`src/rtl/bitpat_pkg.sv`:
```
package bitpat_pkg;

    typedef enum logic {
        SEQ_IDLE = 1'b0,
        SEQ_RUN  = 1'b1
    } seq_state_e;

endpackage

```
`src/rtl/bitpat_buf.sv`:
```
// Byte buffer with a single write port and a bit-granular read port.
module bitpat_buf #(
    parameter int DEPTH = 32,
    localparam int AW    = $clog2(DEPTH),
    localparam int IDX_W = $clog2(DEPTH * 8)
) (
    input  logic             clk,
    input  logic             rst_n,
    input  logic             wr_en,
    input  logic [AW-1:0]    wr_addr,
    input  logic [7:0]       wr_data,
    input  logic             lock,
    input  logic [IDX_W-1:0] rd_idx,
    output logic             rd_bit
);

    logic [DEPTH-1:0][7:0] mem_d, mem_q;
    logic [AW-1:0]         byte_sel;
    logic [2:0]            bit_pos;

    always_comb begin
        mem_d = mem_q;
        if (wr_en && !lock) begin
            mem_d[wr_addr] = wr_data;
        end
    end

    always_ff @(posedge clk or negedge rst_n) begin
        if (!rst_n) begin
            mem_q <= '0;
        end else begin
            mem_q <= mem_d;
        end
    end

    // Most significant bit of each byte is sent first.
    always_comb begin
        byte_sel = rd_idx[IDX_W-1:3];
        bit_pos  = 3'd7 - rd_idx[2:0];
        rd_bit   = mem_q[byte_sel][bit_pos];
    end

endmodule

```
`src/rtl/bitpat_seq.sv`:
```
// Run controller: walks the bit index and times each bit.
module bitpat_seq
    import bitpat_pkg::*;
#(
    parameter int LEN_W    = 16,
    parameter int DLY_W    = 16,
    parameter int MAX_BITS = 256,
    localparam int IDX_W   = $clog2(MAX_BITS),
    localparam int CNT_W   = IDX_W + 1
) (
    input  logic             clk,
    input  logic             rst_n,
    input  logic             start,
    input  logic [LEN_W-1:0] bit_count,
    input  logic [DLY_W-1:0] hold_cycles,
    output logic             busy,
    output logic             done,
    output logic             emit,
    output logic [IDX_W-1:0] rd_idx
);

    typedef struct packed {
        seq_state_e       st;
        logic [IDX_W-1:0] idx;
        logic [IDX_W-1:0] last;
        logic [DLY_W-1:0] hold;
        logic [DLY_W-1:0] dly;
        logic             done;
    } seq_t;

    seq_t             s_d, s_q;
    logic [CNT_W-1:0] eff_len;

    // Clip the requested count to the buffer capacity.
    always_comb begin
        if (bit_count > LEN_W'(MAX_BITS)) begin
            eff_len = CNT_W'(MAX_BITS);
        end else begin
            eff_len = bit_count[CNT_W-1:0];
        end
    end

    always_comb begin
        s_d      = s_q;
        s_d.done = 1'b0;
        emit     = 1'b0;
        rd_idx   = s_q.idx + IDX_W'(1);
        unique case (s_q.st)
            SEQ_IDLE: begin
                rd_idx = '0;
                if (start) begin
                    if (eff_len == '0) begin
                        s_d.done = 1'b1;
                    end else begin
                        s_d.st   = SEQ_RUN;
                        s_d.idx  = '0;
                        s_d.last = IDX_W'(eff_len - CNT_W'(1));
                        s_d.hold = hold_cycles;
                        s_d.dly  = hold_cycles;
                        emit     = 1'b1;
                    end
                end
            end
            SEQ_RUN: begin
                if (s_q.hold == '0) begin
                    if (s_q.idx == s_q.last) begin
                        s_d.st   = SEQ_IDLE;
                        s_d.done = 1'b1;
                    end else begin
                        s_d.idx  = s_q.idx + IDX_W'(1);
                        s_d.hold = s_q.dly;
                        emit     = 1'b1;
                    end
                end else begin
                    s_d.hold = s_q.hold - DLY_W'(1);
                end
            end
            default: s_d.st = SEQ_IDLE;
        endcase
    end

    always_ff @(posedge clk or negedge rst_n) begin
        if (!rst_n) begin
            s_q <= '{st: SEQ_IDLE, default: '0};
        end else begin
            s_q <= s_d;
        end
    end

    assign busy = (s_q.st == SEQ_RUN);
    assign done = s_q.done;

endmodule

```
`src/rtl/bitpat_pin.sv`:
```
// Pin register: pattern bits have priority, direct writes only when idle.
module bitpat_pin #(
    parameter logic RESET_LEVEL = 1'b0
) (
    input  logic clk,
    input  logic rst_n,
    input  logic emit,
    input  logic pat_bit,
    input  logic busy,
    input  logic set_en,
    input  logic set_val,
    output logic pin
);

    logic pin_d, pin_q;

    always_comb begin
        pin_d = pin_q;
        if (emit) begin
            pin_d = pat_bit;
        end else if (set_en && !busy) begin
            pin_d = set_val;
        end
    end

    always_ff @(posedge clk or negedge rst_n) begin
        if (!rst_n) begin
            pin_q <= RESET_LEVEL;
        end else begin
            pin_q <= pin_d;
        end
    end

    assign pin = pin_q;

endmodule

```
`src/rtl/bitpat_tx.sv`:
```
module bitpat_tx #(
    parameter int DEPTH  = 32,
    parameter int LEN_W  = 16,
    parameter int DLY_W  = 16,
    localparam int AW    = $clog2(DEPTH),
    localparam int NBITS = DEPTH * 8,
    localparam int IDX_W = $clog2(NBITS)
) (
    input  logic             clk,
    input  logic             rst_n,
    input  logic             buf_wr_en,
    input  logic [AW-1:0]    buf_wr_addr,
    input  logic [7:0]       buf_wr_data,
    input  logic [LEN_W-1:0] bit_count,
    input  logic [DLY_W-1:0] hold_cycles,
    input  logic             start,
    input  logic             pin_set_en,
    input  logic             pin_set_val,
    output logic             pin_out,
    output logic             busy,
    output logic             done
);

    logic             emit;
    logic             pat_bit;
    logic [IDX_W-1:0] rd_idx;

    bitpat_seq #(
        .LEN_W    (LEN_W),
        .DLY_W    (DLY_W),
        .MAX_BITS (NBITS)
    ) u_seq (
        .clk         (clk),
        .rst_n       (rst_n),
        .start       (start),
        .bit_count   (bit_count),
        .hold_cycles (hold_cycles),
        .busy        (busy),
        .done        (done),
        .emit        (emit),
        .rd_idx      (rd_idx)
    );

    bitpat_buf #(
        .DEPTH (DEPTH)
    ) u_buf (
        .clk     (clk),
        .rst_n   (rst_n),
        .wr_en   (buf_wr_en),
        .wr_addr (buf_wr_addr),
        .wr_data (buf_wr_data),
        .lock    (busy),
        .rd_idx  (rd_idx),
        .rd_bit  (pat_bit)
    );

    bitpat_pin #(
        .RESET_LEVEL (1'b0)
    ) u_pin (
        .clk     (clk),
        .rst_n   (rst_n),
        .emit    (emit),
        .pat_bit (pat_bit),
        .busy    (busy),
        .set_en  (pin_set_en),
        .set_val (pin_set_val),
        .pin     (pin_out)
    );

endmodule

```
`config.mk`:
```
export PLATFORM = sky130hd
export DESIGN_NAME = bitpat_tx
export DESIGN_NICKNAME = d
export VERILOG_FILES = /design/src/rtl/bitpat_pkg.sv /design/src/rtl/bitpat_buf.sv /design/src/rtl/bitpat_seq.sv /design/src/rtl/bitpat_pin.sv /design/src/rtl/bitpat_tx.sv
export SDC_FILE = /design/constraint.sdc
export NUM_CORES = 1
export LEC_CHECK = 0
export BUFFER_PORTS_ARGS = -buffer_cell sky130_fd_sc_hd__buf_2
export CAP_MARGIN = 20
export CORE_AREA = 2 2 161 163
export DETAILED_ROUTE_END_ITERATION = 6
export DIE_AREA = 0 0 163 165
export GPL_TIMING_DRIVEN = 0
export PLACE_DENSITY_LB_ADDON = 0.25
export SYNTH_ARGS = -nofsm -noshare
export SYNTH_HDL_FRONTEND = slang
export SYNTH_SLANG_ARGS = --single-unit
```
`constraint.sdc`:
```
create_clock -name clk -period 3.1 [get_ports clk]
set_input_delay 0.62 -clock clk [delete_from_list [all_inputs] [get_ports clk]]
set_output_delay 0.62 -clock clk [all_outputs]
set_load 0.01 [all_outputs]
```
==> flow_summary.ini <==
[floorplan]
row_count = 58
die_y_um = 165
design.portCount = 54
die_w_um = 163
die-area_um2 = 26900
initial_core_util_pct = 60.5
coreArea_um2 = 25000

[global_route]
grt_start_max_net_pins = 119
grt_pass1_wl_um = 67900
grt_use_total_pct = 34.1
grt_pass1_vias = 11600
antenna_found_initial = 0
grt-ovfl-total = 0

[logic_synthesis]
async_flop_share_pct = 100
synth.avg_cell_area_um2 = 11.3
netlist_area_um2 = 15200
ys_seq_area_share_pct = 50.7
ys_ff_latch = 307
synth_nets = 1394
synth_ff_type = dfrtp_1
ys_warn_count = 0
synth-edff-count = 0
netlist-cell-type-count = 70
synthCells = 1339

[place]
place_area_um2 = 15900
gp_congestion = 0.943
dpl.hpwl_um = 30200
io_buffers = 50

[clocking]
ctsHoldBuffers = 0
cts_sinks = 307
cts_tree = yes
insertion_delay_ns = 0.54
htreeDepth = 2
cts_buffer_depth = 3
clk_pin_slew_ns = 0.06
cts_buffers = 34
root_buffer = clkbuf_16

[drt]
via_per_inst = 6.61
routed_wl_um = 45900
drt_first_iter_violations = 1719
drc = 0
detail-route-antenna-nets = 0
drt_pass1_iterations = 7
vias = 12000
post_drt_wl_per_cell_um = 25.3

[timing]
hold_violations = 0
worst_clock_skew_ns = 0.0147
period_share_pct = 100
period_minus_slack_ns = 3.11
drv_slew = 0
worst_pin_slew_ns = 1.17
setup_viol = 1
worst_slack_ns = -0.0146
rsz0062_at_grt = true
slew_headroom_pct = 21.9
fmax_mhz = 321

[power_and_ir_drop]
switchingPower_mw = 3.48
p_seq_share_pct = 39.5
swShare_pct = 31.0
power_density_nw_per_um2 = 629
p_int_mw = 7.75
p_clk_share_pct = 37.3
p_leak_nw = 8.44
comb_power_share_pct = 23.2
ir_worst_vdd_v = 0.000519

[finish]
nets = 1517
layout-drive-gt1-share_pct = 35.1
area_growth_pct = 17.8
num_antenna_cells = 0
fin_util_pct = 71.3
finalInstanceArea_um2 = 17800

[worst_setup_path]
endpoint_kind = register
cp.required_ns = 3.50
worstPathMaxFanout = 10
path_class = reg2reg
start_kind = register
cp.arrival_ns = 3.51

[worst_hold_path]
hp-class = in2async

[status]
violations = negative setup slack
outcome = finished with violations

[flow_run]
cap_violations = 0
## critical path, stage by stage (launching register included)
cell	delay (ns)
dfrtp_1	0.53
nand4_4	0.21
or4_4	0.54
a21oi_2	0.32
buf_2	0.38
nand3_1	0.20
o211ai_1	0.19
o2111ai_2	0.15
o2111ai_1	0.12
o41a_1	0.24
a211oi_2	0.08
## what timing repair did
| action | in CTS | in global routing |
|---|---|---|
| pin swaps | 1 | 21 |
| setup buffers | 4 | 31 |
| gates cloned | 0 | 1 |
| endpoints found under the hold margin | 0 | 0 |
| resized for setup | 43 | 74 |
| setup endpoints to repair | 36 | 26 |
## registers in the layout (all words and copies together), names as in the netlist
name         cells
u_seq.done       1
u_buf.mem_q    256
u_seq.s_q       48
u_seq.busy       1
u_pin.pin        1
## kinds of logic after synthesis
family	Yosys count	synth area share (%)
simple gates	429	12.7
buf+inv	98	3.21
compound gates	153	6.83
fa+ha+maj	4	0.330
xor+xnor	26	1.63
flops	307	50.7
mux	322	24.5
## metal layers
metal	global-route usage (%)	part of all wire [%]	wire length (um)
met2	55.0	47	21600
met1	44.0	38	17400
met3	5.73	9.0	4120
met5	0	0	0
met4	19.7	5.9	2720
## metrics by stage
stage                     hold slack, ns  instances   TNS, ns  worst slack (ns)  power, mW
after global placement             0.459       1719  -1329.28             -4.28       6.52
after detailed placement           0.462       1721    -25.79            -0.740       6.56
after global routing               0.117       1817   -0.0601           -0.0293       11.5
after CTS                         0.0973       1786         0           0.00151       10.8
final                             0.0523       1817   -0.0146           -0.0146       11.2
after floorplan                    0.324       1339    -0.162            -0.133       5.77
## cells in the mapped netlist (all sizes together) (5+ instances only)
library cell	count	area (um^2)
a21o	5	37.5
a21oi	31	155
a22oi	8	60.1
a311oi	9	85.1
a31oi	17	106
a32oi	7	61.3
and2	6	37.5
and3	10	67.6
buf	39	265
clkbuf	47	176
dfrtp	307	7680
inv	12	45.0
mux2	264	2970
mux2i	46	477
mux4	12	270
nand2	248	933
nand3	54	270
nand4	20	131
nor2	48	188
nor3	10	55.1
nor4	8	50.1
o211ai	10	75.1
o21ai	34	170
or4	6	52.6
xnor2	13	133
xor2	13	114
## power groups by stage
stage | clock network, mW | logic, mW | registers [mW]
3_5_place_dp | 0 | 2.08 | 4.48
4_1_cts | 4.20 | 2.18 | 4.42
3_3_place_gp | 0 | 2.04 | 4.48
6_report | 4.19 | 2.60 | 4.44
5_1_grt | 4.37 | 2.72 | 4.46
2_1_floorplan | 0 | 1.33 | 4.43
## placed cells by master, fill, tap and decap left out, types with 5 or more instances in the layout
| cell type | instances |
|---|---|
| a21oi_1 | 27 |
| nand2_1 | 246 |
| xnor2_1 | 11 |
| xor2_1 | 13 |
| inv_1 | 12 |
| mux4_2 | 12 |
| a31oi_1 | 15 |
| clkinv_2 | 6 |
| and2_1 | 6 |
| mux2i_1 | 39 |
| nand3_1 | 52 |
| mux2_2 | 262 |
| a311oi_1 | 7 |
| o211ai_1 | 10 |
| dfrtp_1 | 303 |
| and3_1 | 7 |
| o21ai_0 | 32 |
| buf_4 | 35 |
| clkbuf_16 | 36 |
| buf_2 | 61 |
| buf_12 | 9 |
| a32oi_1 | 5 |
| nor3_1 | 7 |
| clkbuf_1 | 46 |
| clkbuf_2 | 5 |
| nor2_1 | 42 |
| nand4_1 | 19 |
| a22oi_1 | 6 |
| a21o_1 | 5 |
| nor4_1 | 6 |
| buf_6 | 13 |
## area by class of cell
type,instances,area [um^2]
Sequential cell,307,7690
Multi-Input combinational cell,934,7280
Fill cell,1747,7190
Clock buffer,47,951
Timing Repair Buffer,88,666
Buffer,85,604
Tap cell,330,413
Clock inverter,14,194
Inverter,12,45.0
## path summary, 6_finish.rpt
| kind | from | slack [ns] | depth (start not counted) | end |
|---|---|---|---|---|
| max in group asynchronous | rst_n | 1.55 | 3 | u_buf.mem_q[138] |
| min in group clk | hold_cycles[7] | 0.30 | 3 | u_seq.s_q[8] |
| setup / recovery | u_seq.s_q[45] | -0.01 | 10 | u_pin.pin |
| hold / removal | rst_n | 0.05 | 1 | u_seq.s_q[40] |
| hold reg to reg | u_seq.s_q[13] | 0.47 | 2 | u_seq.s_q[13] |
| setup reg to reg | u_seq.s_q[45] | -0.01 | 10 | u_pin.pin |
(Power assumes the default switching activity.)
